`config.mk`:
```
export PLATFORM = sky130hd
export DESIGN_NAME = dram_cycle_decoder
export DESIGN_NICKNAME = d
export VERILOG_FILES = /design/src/rtl/dcd_pkg.sv /design/src/rtl/dcd_edges.sv /design/src/rtl/dcd_refcnt.sv /design/src/rtl/dcd_outen.sv /design/src/rtl/dcd_fsm.sv /design/src/rtl/dram_cycle_decoder.sv
export SDC_FILE = /design/constraint.sdc
export NUM_CORES = 1
export LEC_CHECK = 0
export BUFFER_PORTS_ARGS = -buffer_cell sky130_fd_sc_hd__buf_2
export CORE_MARGIN = 10
export CORE_UTILIZATION = 50
export CTS_CLUSTER_SIZE = 16
export DETAILED_ROUTE_END_ITERATION = 10
export PLACE_DENSITY = 0.76
export SLEW_MARGIN = 20
export SYNTH_ARGS = -nofsm -noshare
export SYNTH_HDL_FRONTEND = slang
export SYNTH_SLANG_ARGS = --single-unit
```
`constraint.sdc`:
```
create_clock -name clk -period 2.4 [get_ports clk]
set_input_delay 0.48 -clock clk [delete_from_list [all_inputs] [get_ports clk]]
set_output_delay 0.48 -clock clk [all_outputs]
set_load 0.01 [all_outputs]
```
`src/rtl/dcd_pkg.sv`:
```
package dcd_pkg;

    typedef enum logic [2:0] {
        T_NONE  = 3'd0,
        T_READ  = 3'd1,
        T_EWR   = 3'd2,
        T_RMW   = 3'd3,
        T_RONLY = 3'd4,
        T_CBR   = 3'd5,
        T_HID   = 3'd6,
        T_SELF  = 3'd7
    } cyc_t;

    typedef enum logic [2:0] {
        S_IDLE, S_ROW, S_COL, S_REF, S_HOLD, S_HID, S_ERR
    } phase_t;

    // strobe levels, active low, ras in the top bit
    typedef struct packed {
        logic ras;
        logic cas;
        logic we;
        logic oe;
    } strobe_t;

    typedef struct packed {
        strobe_t lvl;
        strobe_t prev;
        strobe_t fall;
        strobe_t rise;
    } edges_t;

    function automatic cyc_t access_kind(input logic we_lvl);
        return we_lvl ? T_READ : T_EWR;
    endfunction

endpackage

```
`src/rtl/dcd_edges.sv`:
```
module dcd_edges
    import dcd_pkg::*;
(
    input  logic         clk,
    input  logic         rst,
    input  logic [3:0]   strobes,
    output edges_t       ev
);
    logic [3:0] prev_q;

    genvar i;
    generate
        for (i = 0; i < 4; i++) begin : g_bit
            always_ff @(posedge clk) begin
                if (rst) prev_q[i] <= 1'b1;
                else     prev_q[i] <= strobes[i];
            end
        end
    endgenerate

    assign ev.lvl  = strobes;
    assign ev.prev = prev_q;
    assign ev.fall = prev_q & ~strobes;
    assign ev.rise = ~prev_q & strobes;

endmodule

```
`src/rtl/dcd_refcnt.sv`:
```
module dcd_refcnt #(
    parameter int AW = 11
) (
    input  logic          clk,
    input  logic          rst,
    input  logic          inc,
    output logic [AW-1:0] cnt
);
    always_ff @(posedge clk) begin
        if (rst)      cnt <= '0;
        else if (inc) cnt <= cnt + 1'b1;
    end
endmodule

```
`src/rtl/dcd_outen.sv`:
```
module dcd_outen
    import dcd_pkg::*;
(
    input  logic   clk,
    input  logic   rst,
    input  edges_t ev,
    input  logic   col_hit,
    output logic   dq_oe
);
    logic dv_q, dv_d, oe_d, both_high;

    assign both_high = ev.lvl.ras & ev.lvl.cas;

    always_comb begin
        if (both_high)        dv_d = 1'b0;
        else if (col_hit)     dv_d = ev.lvl.we;
        else if (ev.fall.we)  dv_d = 1'b0;
        else                  dv_d = dv_q;
        oe_d = dv_d & ~ev.lvl.oe & ev.lvl.we & ~both_high;
    end

    always_ff @(posedge clk) begin
        if (rst) begin
            dv_q  <= 1'b0;
            dq_oe <= 1'b0;
        end else begin
            dv_q  <= dv_d;
            dq_oe <= oe_d;
        end
    end

    assert_we_off_R8: assert property (@(posedge clk) disable iff (rst)
        !ev.lvl.we |=> !dq_oe);
    assert_oe_off_R8: assert property (@(posedge clk) disable iff (rst)
        ev.lvl.oe |=> !dq_oe);
    assert_idle_off_R8: assert property (@(posedge clk) disable iff (rst)
        (ev.lvl.ras && ev.lvl.cas) |=> !dq_oe);

endmodule

```
`src/rtl/dcd_fsm.sv`:
```
module dcd_fsm
    import dcd_pkg::*;
#(
    parameter int AW       = 11,
    parameter int SELF_CYC = 25000
) (
    input  logic          clk,
    input  logic          rst,
    input  edges_t        ev,
    input  logic [AW-1:0] addr,
    input  logic [AW-1:0] ref_row,
    output logic          ref_inc,
    output logic          col_hit,
    output cyc_t          cyc_type,
    output logic          err_flag,
    output logic [AW-1:0] row_q,
    output logic [AW-1:0] col_q,
    output logic          done_pulse,
    output cyc_t          done_type,
    output logic [AW-1:0] done_row
);
    localparam int SW = $clog2(SELF_CYC + 1);

    phase_t        st_q, st_d;
    cyc_t          typ_d, dnt_d;
    logic [AW-1:0] row_d, col_d, dnr_d;
    logic [SW-1:0] scnt_q, scnt_d;
    logic          dn_d;

    always_comb begin
        st_d = st_q; typ_d = cyc_type; row_d = row_q; col_d = col_q;
        scnt_d = scnt_q; ref_inc = 1'b0; col_hit = 1'b0;
        dn_d = 1'b0; dnt_d = done_type; dnr_d = done_row;
        unique case (st_q)
            S_IDLE: if (ev.fall.ras) begin
                if (ev.fall.cas) begin
                    st_d = S_ERR; typ_d = T_NONE;
                end else if (!ev.prev.cas) begin
                    st_d = S_REF; typ_d = T_CBR; row_d = ref_row;
                    ref_inc = 1'b1; scnt_d = SW'(1);
                end else begin
                    st_d = S_ROW; typ_d = T_RONLY; row_d = addr;
                end
            end
            S_ROW: if (ev.rise.ras) begin
                st_d = S_IDLE; typ_d = T_NONE;
                dn_d = 1'b1; dnt_d = cyc_type; dnr_d = row_q;
            end else if (ev.fall.cas) begin
                st_d = S_COL; col_d = addr; col_hit = 1'b1;
                typ_d = access_kind(ev.lvl.we);
            end
            S_COL: if (ev.rise.ras) begin
                st_d = ev.lvl.cas ? S_IDLE : S_HOLD; typ_d = T_NONE;
                dn_d = 1'b1; dnt_d = cyc_type; dnr_d = row_q;
            end else if (ev.rise.cas) begin
                st_d = S_ROW;
            end else if (ev.fall.we && cyc_type == T_READ) begin
                typ_d = T_RMW;
            end
            S_REF: if (ev.rise.ras) begin
                st_d = S_IDLE; typ_d = T_NONE;
                dn_d = 1'b1; dnt_d = cyc_type; dnr_d = row_q;
            end else if (ev.fall.cas) begin
                st_d = S_ERR; typ_d = T_NONE;
            end else if (scnt_q != SW'(SELF_CYC)) begin
                scnt_d = scnt_q + SW'(1);
                if (scnt_q + SW'(1) == SW'(SELF_CYC)) typ_d = T_SELF;
            end
            S_HOLD: if (ev.fall.ras && ev.rise.cas) begin
                st_d = S_ERR; typ_d = T_NONE;
            end else if (ev.fall.ras) begin
                st_d = S_HID; typ_d = T_HID; row_d = ref_row; ref_inc = 1'b1;
            end else if (ev.rise.cas) begin
                st_d = S_IDLE;
            end
            S_HID: if (ev.rise.ras) begin
                st_d = ev.lvl.cas ? S_IDLE : S_HOLD; typ_d = T_NONE;
                dn_d = 1'b1; dnt_d = cyc_type; dnr_d = row_q;
            end else if (ev.fall.cas) begin
                st_d = S_ERR; typ_d = T_NONE;
            end
            S_ERR: if (ev.lvl.ras) begin
                st_d = S_IDLE; typ_d = T_NONE;
            end
            default: st_d = S_IDLE;
        endcase
    end

    always_ff @(posedge clk) begin
        if (rst) begin
            st_q <= S_IDLE; cyc_type <= T_NONE; row_q <= '0; col_q <= '0;
            scnt_q <= '0; done_pulse <= 1'b0; done_type <= T_NONE; done_row <= '0;
        end else begin
            st_q <= st_d; cyc_type <= typ_d; row_q <= row_d; col_q <= col_d;
            scnt_q <= scnt_d; done_pulse <= dn_d; done_type <= dnt_d; done_row <= dnr_d;
        end
    end

    assign err_flag = (st_q == S_ERR);

    assert_done_single_R10: assert property (@(posedge clk) disable iff (rst)
        done_pulse |=> !done_pulse);
    assert_done_typed_R10: assert property (@(posedge clk) disable iff (rst)
        done_pulse |-> done_type != T_NONE);
    assert_err_untyped_R9: assert property (@(posedge clk) disable iff (rst)
        err_flag |-> cyc_type == T_NONE);
    assert_refresh_ras_low_R5: assert property (@(posedge clk) disable iff (rst)
        (cyc_type == T_CBR) |-> !$past(ev.lvl.ras));

endmodule

```
`src/rtl/dram_cycle_decoder.sv`:
```
module dram_cycle_decoder
    import dcd_pkg::*;
#(
    parameter int AW       = 11,
    parameter int SELF_CYC = 25000
) (
    input  logic          clk,
    input  logic          rst,
    input  logic          ras_n,
    input  logic          cas_n,
    input  logic          we_n,
    input  logic          oe_n,
    input  logic [AW-1:0] addr,
    output logic [2:0]    cyc_type,
    output logic          err_flag,
    output logic          dq_oe,
    output logic [AW-1:0] row_addr,
    output logic [AW-1:0] col_addr,
    output logic [AW-1:0] ref_row,
    output logic          done_pulse,
    output logic [2:0]    done_type,
    output logic [AW-1:0] done_row
);
    edges_t ev;
    logic   ref_inc, col_hit;
    cyc_t   typ_w, dnt_w;

    dcd_edges u_edges (
        .clk(clk), .rst(rst), .strobes({ras_n, cas_n, we_n, oe_n}), .ev(ev)
    );

    dcd_refcnt #(.AW(AW)) u_refcnt (
        .clk(clk), .rst(rst), .inc(ref_inc), .cnt(ref_row)
    );

    dcd_fsm #(.AW(AW), .SELF_CYC(SELF_CYC)) u_fsm (
        .clk(clk), .rst(rst), .ev(ev), .addr(addr), .ref_row(ref_row),
        .ref_inc(ref_inc), .col_hit(col_hit), .cyc_type(typ_w),
        .err_flag(err_flag), .row_q(row_addr), .col_q(col_addr),
        .done_pulse(done_pulse), .done_type(dnt_w), .done_row(done_row)
    );

    dcd_outen u_outen (
        .clk(clk), .rst(rst), .ev(ev), .col_hit(col_hit), .dq_oe(dq_oe)
    );

    assign cyc_type  = typ_w;
    assign done_type = dnt_w;

endmodule

```
# Word-level counts from Yosys, hierarchy flattened
# Cells that the tools add are included.
# op_classes
n_reduce_logical	14
order_cmp	0
n_eq_ne	27
mul	0
bitwise_logic	12
n_mux	60
addsub	2
div_mod_pow	0
n_shift	0
# ops
operator	count
$mux 15	6
$mux 3	29
$mux 11	5
$pmux 3 s7	2
$pmux 15 s2	1
$pmux 11 s2	1
$add 15x1->15 const B	1
$eq 15x15->1 const B	1
$ne 15x15->1 const B	1
$mux 1	13
$ne 2x2->1 const B	6
$add 11x1->11 const B	1
$reduce_and 10->1	1
$reduce_and 5->1	2
$eq 3x3->1 const B	3
$ne 3x3->1 const B	3
$and 4x4->4	2
$ne 4x3->1 const B	2
$not 4->4	2
$reduce_and 7->1	1
$reduce_bool 7->1	1
$eq 3x1->1 const B	2
$eq 3x2->1 const B	2
$ne 2x1->1 const B	3
other kinds (14)	24
# word_totals
mem_bits_rw	0
output_inout_bits	53
elab_cells	130
ff_bits	75
n_memories	0
mem_bits_ro	0
latchBits	0

# Longest topological paths before layout
# logic_depth
ltp_word	10
mapped_depth	9
depth_no_buf	8

# Hierarchy
# Synthesis repeated with hierarchy kept, for this count alone.
# unflattened
cells_unflattened	479
area_unflattened_um2	3897.5
# by_module_without_submodules
mod	area_per_inst_um2	instances	cells_per_inst
dcd_fsm	3100.5	1	394
dcd_refcnt	513.0	1	55
dcd_edges	190.2	1	20
dcd_outen	93.8	1	10

# Least setup slack after synthesis
# Ideal clock, no wire load.
# synth_path
kind	reg-to-reg
start	reg u_fsm.scnt_q[0]
end	reg u_fsm.cyc_type[0]
synth_period_minus_slack_ps	2454
setup_ps	123
setup_slack_ps	-54
path_stages_with_launch	8
arrival_time_ps	2330
path_buffers	0
t_required_ps	2277
cell_sequence	dfxtp_1 -> ha_1 -> nand3_1 -> or3_1 -> a211o_1 -> a2111o_1 -> o21ai_2 -> mux2_1
# synth_via
elab_chain_len	4
# synth_lines
item	line	text
start, declared	dcd_fsm.sv:27	logic [SW-1:0] scnt_q, scnt_d;
start signal, assigned	dcd_fsm.sv:95	scnt_q <= scnt_d; done_pulse <= dn_d; done_type <= dnt_d; done_row <= dnr_d;
$add 15x1->15	dcd_fsm.sv:67	if (scnt_q + SW'(1) == SW'(SELF_CYC)) typ_d = T_SELF;
$eq 15x15->1	dcd_fsm.sv:67	
$ne 4x3->1 (no source line)	n/a	
$reduce_and 10->1 (no source line) (*)	n/a	
end signal, assigned	dcd_fsm.sv:94	st_q <= st_d; cyc_type <= typ_d; row_q <= row_d; col_q <= col_d;
end, declared	dcd_fsm.sv:14	output cyc_t cyc_type,
# Every way passes the cells marked *; elsewhere a longest branch is shown, timed or not.
# A chain may end at the register's enable or synchronous reset.

# Worst setup path in the final report
# layout_path
start	reg u_fsm.scnt_q[14]
end	reg u_fsm.cyc_type[0]
# Same word-level chain as after synthesis.

==> results.py <==
metrics = {
    "worst_setup_path": {
        "path_max_fanout": 4,
        "cp.arrival_ps": 2580,
        "crit_path_end_kind": "flop",
        "cp.required_ps": 2640,
        "start_kind": "flop",
        "crit_family": "compound AO/OA/AOI/OAI gates",
        "critPathSlowestCell": "or4b_1",
        "crit_buf_inv": 0,
        "crit_type": "reg -> reg",
        "path_cells": "xnor2_1 > or4b_1 > a211o_1 > a2111o_1 > o21ai_4 > mux2_4",
        "critPathMaxStageDelay_ps": 500,
    },
    "detailed_routing": {
        "drt-wirelength-per-cell_um": 15.6,
        "routed_via_density": 5.69,
        "drtIter0Drc": 274,
        "drtPass1Iterations": 5,
        "ant_nets": 0,
        "wirelength_mm": 10.4,
        "drc": 0,
        "vias": 3781,
    },
    "clock_network": {
        "clk-insertion-delay-late_ps": 360,
        "clock_path_buffers": 2,
        "root_buffer": "clkbuf_8",
        "numCtsBuffers": 9,
        "h-tree-depth": 3,
        "cts.sink_count": 74,
        "clk_pin_slew_ps": 80,
        "hold_buffers": 0,
        "cts_tree": "built",
    },
    "logic_synthesis": {
        "synth_area_leaders": "dfxtp_1 40%, nand2_1 9.1%, a21oi_1 6.5%",
        "synthArstFlopShare_pct": 0,
        "synthXorXnorAreaFrac_pct": 2.14,
        "synth_compound_area_share_pct": 22.0,
        "synth_top_area_share_pct": 40.3,
        "synth_warnings": 0,
        "postSynthCellCount": 478,
        "syn_area_um2": 3680,
        "synth_commonest_cells": "89 x nand2_1, 74 x dfxtp_1, 48 x a21oi_1, 44 x nor2_1, 28 x clkbuf_1",
        "ys_ff_latch": 74,
        "yosysTopAreaCell": "dfxtp_1",
        "synth_ff_type": "dfxtp_1",
        "synth_edf_count": 0,
        "synthAdderAreaFrac_pct": 1.02,
        "synth_top_family_by_area": "simple AND/OR/NAND/NOR gates",
        "muxShareOfSynthArea_pct": 1.70,
        "yosysSeqAreaShare_pct": 40.3,
        "syn_avg_cell_area_um2": 7.70,
        "yosysMostFrequentCell": "nand2_1",
        "synth_nets": 498,
        "synth_cell_type_count": 60,
        "synthSimpleGateAreaFrac_pct": 27.5,
    },
    "pwr": {
        "power.leakage_nw": 1.85,
        "cellPowerDensity_nw_per_um2": 804,
        "ir_worst_vdd_mv": 0.435,
        "power_frac_seq_pct": 39.4,
        "totalPowerFinal_w": 0.00367,
        "clkPwrFrac_pct": 27.9,
        "comb_power_share_pct": 32.7,
        "sw_frac_of_total_pct": 35.8,
        "p_int_w": 0.00236,
        "p_sw_w": 0.00132,
    },
    "sta": {
        "grt_setup_unrepaired": "true",
        "drv_slew": 0,
        "setup_tns_ps": 0,
        "setup_violations": 0,
        "tightest_slew_ps": 766,
        "period_needed_ps": 2330,
        "relSlewSlack_pct": 48.9,
        "worst_slack_ps": 67.3,
        "holdWs_ps": 274,
        "finalCritPeriodShare_pct": 97.2,
        "finalHoldViolations": 0,
        "fmax_mhz": 429,
        "skew_ps": 9.04,
    },
    "floorplan": {
        "start_util_pct": 51.0,
        "row_count": 31,
        "dieArea_um2": 11200,
        "die_x_um": 106,
        "core_um2": 7210,
        "io_pins": 70,
        "die_h_um": 106,
    },
    "layout": {
        "n_antenna_cell": 0,
        "drive_gt1_share_pct": 25.8,
        "nets": 581,
        "layout-area-overhead-vs-synth_pct": 24.1,
        "finalNonFillerCells": 665,
        "fill_cells": 636,
    },
    "grt": {
        "antenna_found_initial": 0,
        "grtUsageTotal_pct": 18.3,
        "grt_pass1_wl_mm": 17.0,
        "grt.overflow.total": 0,
        "grt_max_degree": 42,
        "grt_pass1_vias": 3434,
    },
    "placed_design": {
        "io_buffers": 69,
        "hpwlAfterDp_mm": 7.70,
        "pre_cts_slack_ps": -7.63,
        "place.gp.congestion": 0.953,
        "place_inst": 647,
    },
    "outcome": {
        "status": "finished clean",
    },
    "run": {
        "maxCapViolCount": 0,
    },
    "min_path": {
        "min_path_type": "in -> reg",
    },
}
==> cell type report <==
type	instances	area, um^2	area share (%)
inverter	11	41.3	0.904
clock inverter	7	83.8	1.84
multi-input combinational	355	2040	44.6
tap	99	124	2.71
timing repair buffer	110	666	14.6
clock buffer	9	124	2.71
sequential	74	1490	32.6
==> state kept, by name, indices dropped and copies added (netlist names) <==
register          count
u_edges.ev            3
u_fsm.col_q          11
u_fsm.cyc_type        3
u_fsm.done_pulse      1
u_fsm.done_row       11
u_fsm.done_type       3
u_fsm.row_q          11
u_fsm.scnt_q         15
u_fsm.st_q            3
u_outen.dq_oe         1
u_outen.dv_q          1
u_refcnt.cnt         11
==> metal layers <==
layer  track usage (%)  vias to the layer above  wire length, um
met2              28.3                      150             4760
met4              5.61                        0              122
li1                  -                     1868                -
met3              5.42                       16              944
met5                 0                        -                0
met1              23.9                     1747             4550
==> cells in the final DEF (no fill, tap or decap), drive strengths merged, types with 7 or more instances in the layout <==
master    n
nand2    89
nor2     44
xor2      7
a21oi    48
buf     110
nor2b    10
clkbuf    9
o21ai    20
nand3    22
nand4     8
inv      16
a311oi   22
dfxtp    74
and3      7
==> cells by family after synthesis <==
logic type | Yosys count
flops | 74
fa+ha+maj | 3
buf+inv | 49
xor+xnor | 9
simple gates | 215
compound gates | 122
mux | 6
==> per-stage QoR <==
stage          instance area, um^2  utilization, %
2_1_floorplan                 3690               -
3_3_place_gp                  4310            59.8
3_5_place_dp                  4310            59.8
4_1_cts                       4530            62.8
5_1_grt                       4570            63.3
6_report                      4570            63.3
==> power groups by stage <==
stage	registers [W]	clock network (W)	logic (W)
detailed placement	0.00147	0	0.00113
global placement	0.00147	0	0.00112
finish	0.00145	0.00103	0.00120
CTS	0.00144	0.00105	0.00114
floorplan	0.00149	0	0.000739
global route	0.00147	0.00111	0.00132
==> what timing repair did <==
| action | 4_1_cts | 5_1_grt |
|---|---|---|
| setup endpoints to repair | 2 | 3 |
| buffers inserted | 0 | 2 |
| gates resized for setup | 1 | 8 |
| pin swaps | 2 | 4 |
==> final timing paths <==
kind,start,end,slack [ps],depth (start not counted)
max,u_fsm.scnt_q[14],u_fsm.cyc_type[0],70,6
min,oe_n,u_outen.dq_oe,270,2
max reg2reg,u_fsm.scnt_q[14],u_fsm.cyc_type[0],70,6
min reg2reg,u_fsm.col_q[0],u_fsm.col_q[0],450,2
(Power assumes the default switching activity.)
